### config.mk
export PLATFORM = sky130hd
export DESIGN_NAME = manch_burst_tx
export DESIGN_NICKNAME = d
export VERILOG_FILES = /design/src/rtl/manch_burst_tx.sv
export SDC_FILE = /design/constraint.sdc
export NUM_CORES = 1
export LEC_CHECK = 0
export BUFFER_PORTS_ARGS = -buffer_cell sky130_fd_sc_hd__buf_2
export CAP_MARGIN = 15
export CORE_AREA = 4 4 79 81
export CTS_CLUSTER_SIZE = 30
export DETAILED_ROUTE_END_ITERATION = 16
export DIE_AREA = 0 0 83 85
export MAX_ROUTING_LAYER = met4
export PLACE_DENSITY = 0.58
export SETUP_SLACK_MARGIN = 0.5
export SYNTH_ARGS = -nofsm -noshare
export SYNTH_HDL_FRONTEND = slang
export SYNTH_SLANG_ARGS = --single-unit
### constraint.sdc
create_clock -name clk -period 4.5 [get_ports clk]
set_clock_uncertainty 0.15 [all_clocks]
set_input_delay 0.9 -clock clk [delete_from_list [all_inputs] [get_ports clk]]
set_output_delay 0.9 -clock clk [all_outputs]
set_load 0.1 [all_outputs]
### src/rtl/manch_burst_tx.sv
module manch_burst_tx #(
  parameter int EVENT_W = 32,
  parameter int PRE_W = 2,
  parameter logic [PRE_W-1:0] PRE_BITS = 2'b10
) (
  input  logic               clk,
  input  logic               rst_n,
  input  logic [EVENT_W-1:0] ev_data,
  input  logic               ev_valid,
  output logic               ev_ready,
  output logic               line_out,
  output logic               req_out,
  input  logic               ack_in
);

  localparam int FRAME_W = EVENT_W + PRE_W;
  localparam int CW = $clog2(FRAME_W);

  typedef enum logic [1:0] {S_IDLE, S_SEND, S_DRAIN} st_t;

  st_t                st;
  logic [FRAME_W-1:0] sh;
  logic [CW-1:0]      bit_cnt;
  logic               half_q;
  logic               req_q;
  logic               take;
  logic               last;
  logic               sending;
  logic               cur;

  assign ev_ready = (st == S_IDLE);
  assign take     = ev_valid && ev_ready;
  assign sending  = (st == S_SEND);
  assign last     = half_q && (bit_cnt == CW'(FRAME_W - 1));
  assign cur      = sh[FRAME_W-1];
  assign line_out = sending && (half_q ? cur : ~cur);
  assign req_out  = req_q;

  always_ff @(posedge clk or negedge rst_n) begin
    if (!rst_n) begin
      st      <= S_IDLE;
      sh      <= '0;
      bit_cnt <= '0;
      half_q  <= 1'b0;
    end else begin
      case (st)
        S_IDLE: if (take) begin
          sh      <= {PRE_BITS, ev_data};
          bit_cnt <= '0;
          half_q  <= 1'b0;
          st      <= S_SEND;
        end
        S_SEND: begin
          half_q <= ~half_q;
          if (half_q) begin
            sh      <= sh << 1;
            bit_cnt <= bit_cnt + 1'b1;
          end
          if (last) st <= S_DRAIN;
        end
        S_DRAIN: if (!req_q && !ack_in) st <= S_IDLE;
        default: st <= S_IDLE;
      endcase
    end
  end

  always_ff @(posedge clk or negedge rst_n) begin
    if (!rst_n)      req_q <= 1'b0;
    else if (take)   req_q <= 1'b1;
    else if (ack_in) req_q <= 1'b0;
  end

endmodule


Word level (Yosys, flattened, before mapping)
Cells that the tools add are included.
{"block": "op_classes", "n_addsub": 1, "eq_ne": 7, "muxes": 15, "bitwise": 2, "n_reduce_logical": 12}
{"operator": "$mux W34", "count": 2}
{"operator": "$pmux W34 S2", "count": 1}
{"operator": "$mux W6", "count": 2}
{"operator": "$pmux W6 S2", "count": 1}
{"operator": "$add A6 B1 Y6 const B", "count": 1}
{"operator": "$eq A6 B6 Y1 const B", "count": 1}
{"operator": "$mux W2", "count": 3}
{"operator": "$ne A2 B2 Y1 const B", "count": 3}
{"operator": "$pmux W2 S3", "count": 1}
{"operator": "$reduce_and A3 Y1", "count": 2}
{"operator": "$logic_and A1 B1 Y1", "count": 4}
{"operator": "$mux W1", "count": 4}
{"operator": "$reduce_bool A2 Y1", "count": 2}
{"operator": "$eq A2 B1 Y1 const B", "count": 1}
{"operator": "$eq A2 B2 Y1 const B", "count": 1}
{"operator": "$logic_not A1 Y1", "count": 2}
{"operator": "$logic_not A2 Y1", "count": 1}
{"operator": "$ne A2 B1 Y1 const B", "count": 1}
{"operator": "$not A1 Y1", "count": 2}
{"operator": "$pmux W1 S2", "count": 1}
{"operator": "$reduce_and A2 Y1", "count": 1}
{"block": "totals", "regBits": 44, "input_bits": 36, "out_inout_bits": 3}

Longest topological paths before layout
{"block": "logic_depth", "depth_word": 4, "mapped_depth": 6, "ltp_nobuf": 5}

Least setup slack after synthesis
Ideal clock, no wire load.
{"block": "synth_timing", "kind": "reg-to-output", "start": "register st[1]", "end": "output port line_out", "arrival_time_ps": 1962, "required_time_ps": 3450, "setup_slack_ps": 1488, "path_stages_with_launch": 4, "cell_sequence": "dfrtp_1 -> buf_2 -> nand2b_1 -> nor2_1"}
{"block": "synth_between", "elab_chain_cells": 2}
{"item": "start, declared", "line": "21", "rtl": "st_t st;"}
{"item": "start signal, assigned", "line": "41", "rtl": "st <= S_IDLE;"}
{"item": "start signal, assigned", "line": "51", "rtl": "st <= S_SEND;"}
{"item": "start signal, assigned", "line": "59", "rtl": "if (last) st <= S_DRAIN;"}
{"item": "$eq A2 B1 Y1", "line": "33", "rtl": "assign sending = (st == S_SEND);"}
{"item": "$logic_and A1 B1 Y1", "line": "36", "rtl": "assign line_out = sending && (half_q ? cur : ~cur);"}
{"item": "end, declared", "line": "11", "rtl": "output logic line_out,"}
No other way between the ends.

Final worst setup path
Same ends and word-level chain as after synthesis.

==> summary.txt <==
Clocking
  • Clock root buffer: clkbuf_8
  • Clock transition at path regs: approximately 0.090 ns
  • Bufs on Longest Clock Path: 2
  • Skew-Pair Late Insertion Delay: roughly 0.3 ns
  • CTS H-tree depth: 2
  • Post-CTS Hold Fix Bufs: 0
  • CTS tree: done
  • CTS resizes: 0
  • Total CTS buffers: 5
  • Clock sink total: 44
  • Post-CTS setup buffers: 0

Power and ir drop
  • Worst vdd rail ir drop: 316 µV
  • Clock share of power: between 10% and 20%
  • Pwr dens: a little under 600 nW/µm²
  • Switching share of power: about 43%
  • Switching pwr: approximately 620 µW
  • Logic gate share of total power: between 40% and 50%
  • Internal: a little over 800 µW
  • Register share of total power: a little over two fifths
  • LEAKAGE: 1.27 nW

Placement
  • GPL Wtd Cong: 0.772
  • Worst slack, placed: about 2 ns
  • Placed insts: roughly 300
  • Number of port buffers: 38
  • DP HPWL: 2890 µm

Die
  • Die width: between 80 and 90 µm
  • Row count: 27
  • DIE HEIGHT: 85 µm
  • Core Box Area: approximately 5500 µm²
  • Num ports: 39
  • Initial Util: around 39%
  • Die Area: 7060 µm²

Synthesis
  • Mapped Nets: 241
  • Dominant cell type by area after synthesis: dfrtp_1
  • Yosys warning count: 0
  • Cell count after synthesis: approximately 200
  • Synth Area per Inst: between 10 and 15 µm²
  • Share of the synthesized area in the top cell type: 51.3%
  • Top post-synthesis cells by area: dfrtp_1 51%, mux2i_1 14%, nand3_1 8.4%, o21ai_0 6.5%, o21ai_1 2.3%
  • Sequential-to-total area share from yosys stat: a little over 50%
  • Netlist cell types: 32
  • Seq cells post-synth: 44
  • Post-Syn Area: between 2000 and 2500 µm²

Setup path
  • Worst Setup End Kind: primary output
  • CP startpoint kind: flop
  • Max FO, Critical Path: 11
  • Critical setup path kind: flop to primary output
  • Critical Path AT: approximately 1.6 ns
  • Data required time of the worst path: around 3.5 ns

STA
  • Relative slew slack: around 36%
  • Setup tns final: 0 ns
  • RSZ-0062 raised after global routing: no
  • Hold Fails Final Rpt: 0
  • Final worst slack: between 1.5 and 2 ns
  • Setup violations, final: 0
  • Final worst-path cycle share: between 50% and 60%
  • Slew Viols, Final: 0
  • Min Tclk post-route: about 2.7 ns
  • F_max: 0.375 GHz
  • Tightest Pin Transition: approximately 0.96 ns

Status
  • Status: finished, final reports clean

Layout
  • Fin cells: around 300
  • Ant. Diodes: 0
  • Synthesis-to-finish area growth: 14.3%
  • Layout cells sized above 1: 23.4%
  • Nets: approximately 270
  • Fillers: 556
  • Final core occ: between 40% and 50%

Global routing
  • Largest net degree at the start of global routing: 45
  • First-pass GRT wire length: between 7000 and 8000 µm
  • Overflow after GRT: 0
  • Initial antenna violation count: 0
  • Tot GR Track Use: 14.0%
  • Number of global-route vias before repair: 1,689

Routing
  • Total number of vias: ~1,600
  • Routed vias/inst: about 5.3
  • DRT iter0 DRCs: a little under 90
  • DR WL/cell: ~15 µm
  • Remaining DRCs: 0
  • Total routed wirelength: about 4500 µm
  • DR pass1 iterations: 5
  • Routed Antenna Nets: 0

Run
  • Max-cap violations: 0

Min path
  • Hold crit path type: flop to flop
## cells in the mapped netlist
library cell / count
a21oi_1: 3
o21ai_0: 28
inv_1: 3
mux2i_2: 1
o21ai_1: 10
clkbuf_1: 2
nand3_1: 36
buf_2: 8
o2bb2ai_1: 2
mux2i_1: 31
and3_2: 1
nor2_1: 4
o31ai_1: 2
nand2_1: 3
nor3b_2: 1
clkbuf_2: 2
dfrtp_1: 44
buf_4: 5
or3_2: 1
or4_1: 3
a22o_1: 1
nor2b_1: 1
a21oi_4: 1
a211oi_1: 1
nand2b_1: 1
nand3b_1: 1
or3b_1: 1
o211ai_1: 1
xor2_1: 1
ha_1: 2
nor4b_1: 1
nand4b_1: 1
## placed cells by master (no fill, tap or decap), drive strengths merged, types with 2 or more instances in the layout
cell,netlist,layout
clkinvlp,0,2
nor2,4,4
or4,3,3
a21oi,4,4
clkbuf,4,5
o31ai,2,2
buf,13,41
inv,3,3
nand2,3,3
nand3,36,36
dfrtp,44,44
ha,2,2
o21ai,38,38
mux2i,32,32
o2bb2ai,2,2
## cell type report
| class | instances | area (µm²) | share of cell area, % |
|---|---|---|---|
| clock buffers | 5 | 68.8 | 2.80 |
| clock inverters | 3 | 23.8 | 0.969 |
| inverters | 3 | 11.3 | 0.459 |
| multi-input cells | 139 | 946 | 38.6 |
| flip-flops and latches | 44 | 1100 | 44.9 |
| well taps | 72 | 90.1 | 3.67 |
| repair buffers | 41 | 213 | 8.67 |
## layer usage
| layer | global-route usage, % | wire length, µm | up-vias |
|---|---|---|---|
| met5 | - | 0 | - |
| met4 | 4.46 | 70 | 0 |
| met3 | 3.59 | 167 | 6 |
| met2 | 21.2 | 2130 | 33 |
| met1 | 18.3 | 2180 | 787 |
| li1 | - | - | 796 |
## metrics by stage
step	hold WS, ns	power (mW)	area, µm²
floorplan	0.316	1.08	2150
CTS	0.360	1.47	2450
finish	0.354	1.44	2450
global placement	0.331	1.20	2360
global route	0.384	1.56	2450
detailed placement	0.338	1.21	2360
## state kept, by name (all words and copies together), names as in the netlist
signal and count:
bit_cnt 6, half_q 1, req_out 1, sh 34, st 2
## power groups by stage
stage	clock network, mW	logic (mW)	registers (mW)
floorplan	0	0.479	0.598
global placement	0	0.590	0.610
detailed placement	0	0.598	0.611
CTS	0.265	0.599	0.604
global route	0.282	0.662	0.621
finish	0.251	0.587	0.605
## final timing paths
kind	slack, ns	cells past startpoint	from	to
setup / recovery	1.83	3	st[1]	line_out
hold / removal	0.35	1	sh[0]	sh[0]
setup reg to reg	2.18	4	st[0]	sh[1]
hold reg to reg	0.35	1	sh[0]	sh[0]
max in group asynchronous	3.00	1	rst_n	bit_cnt[4]
min in group asynchronous	0.60	1	rst_n	sh[29]
## logic make-up (layout without fill, tap and decap cells)
family                     after synthesis  in the layout  share of synthesized area [%]
adders and majority gates                2              2                           1.17
xor gates and xnor gates                 1              1                          0.408
and+or+nand+nor                         55             55                           14.1
DFF                                     44             44                           51.3
AOI/OAI and AO/OA                       49             49                           12.9
muxes                                   32             32                           15.1
buffers and inverters                   20             52                           4.96
## critical path: stages (launching register included)
cell and delay [ns]:
dfrtp_1 0.51, nand2b_1 0.26, nor2_1 0.13, buf_2 0.43
Note: power is estimated with default switching activity, not from simulation.
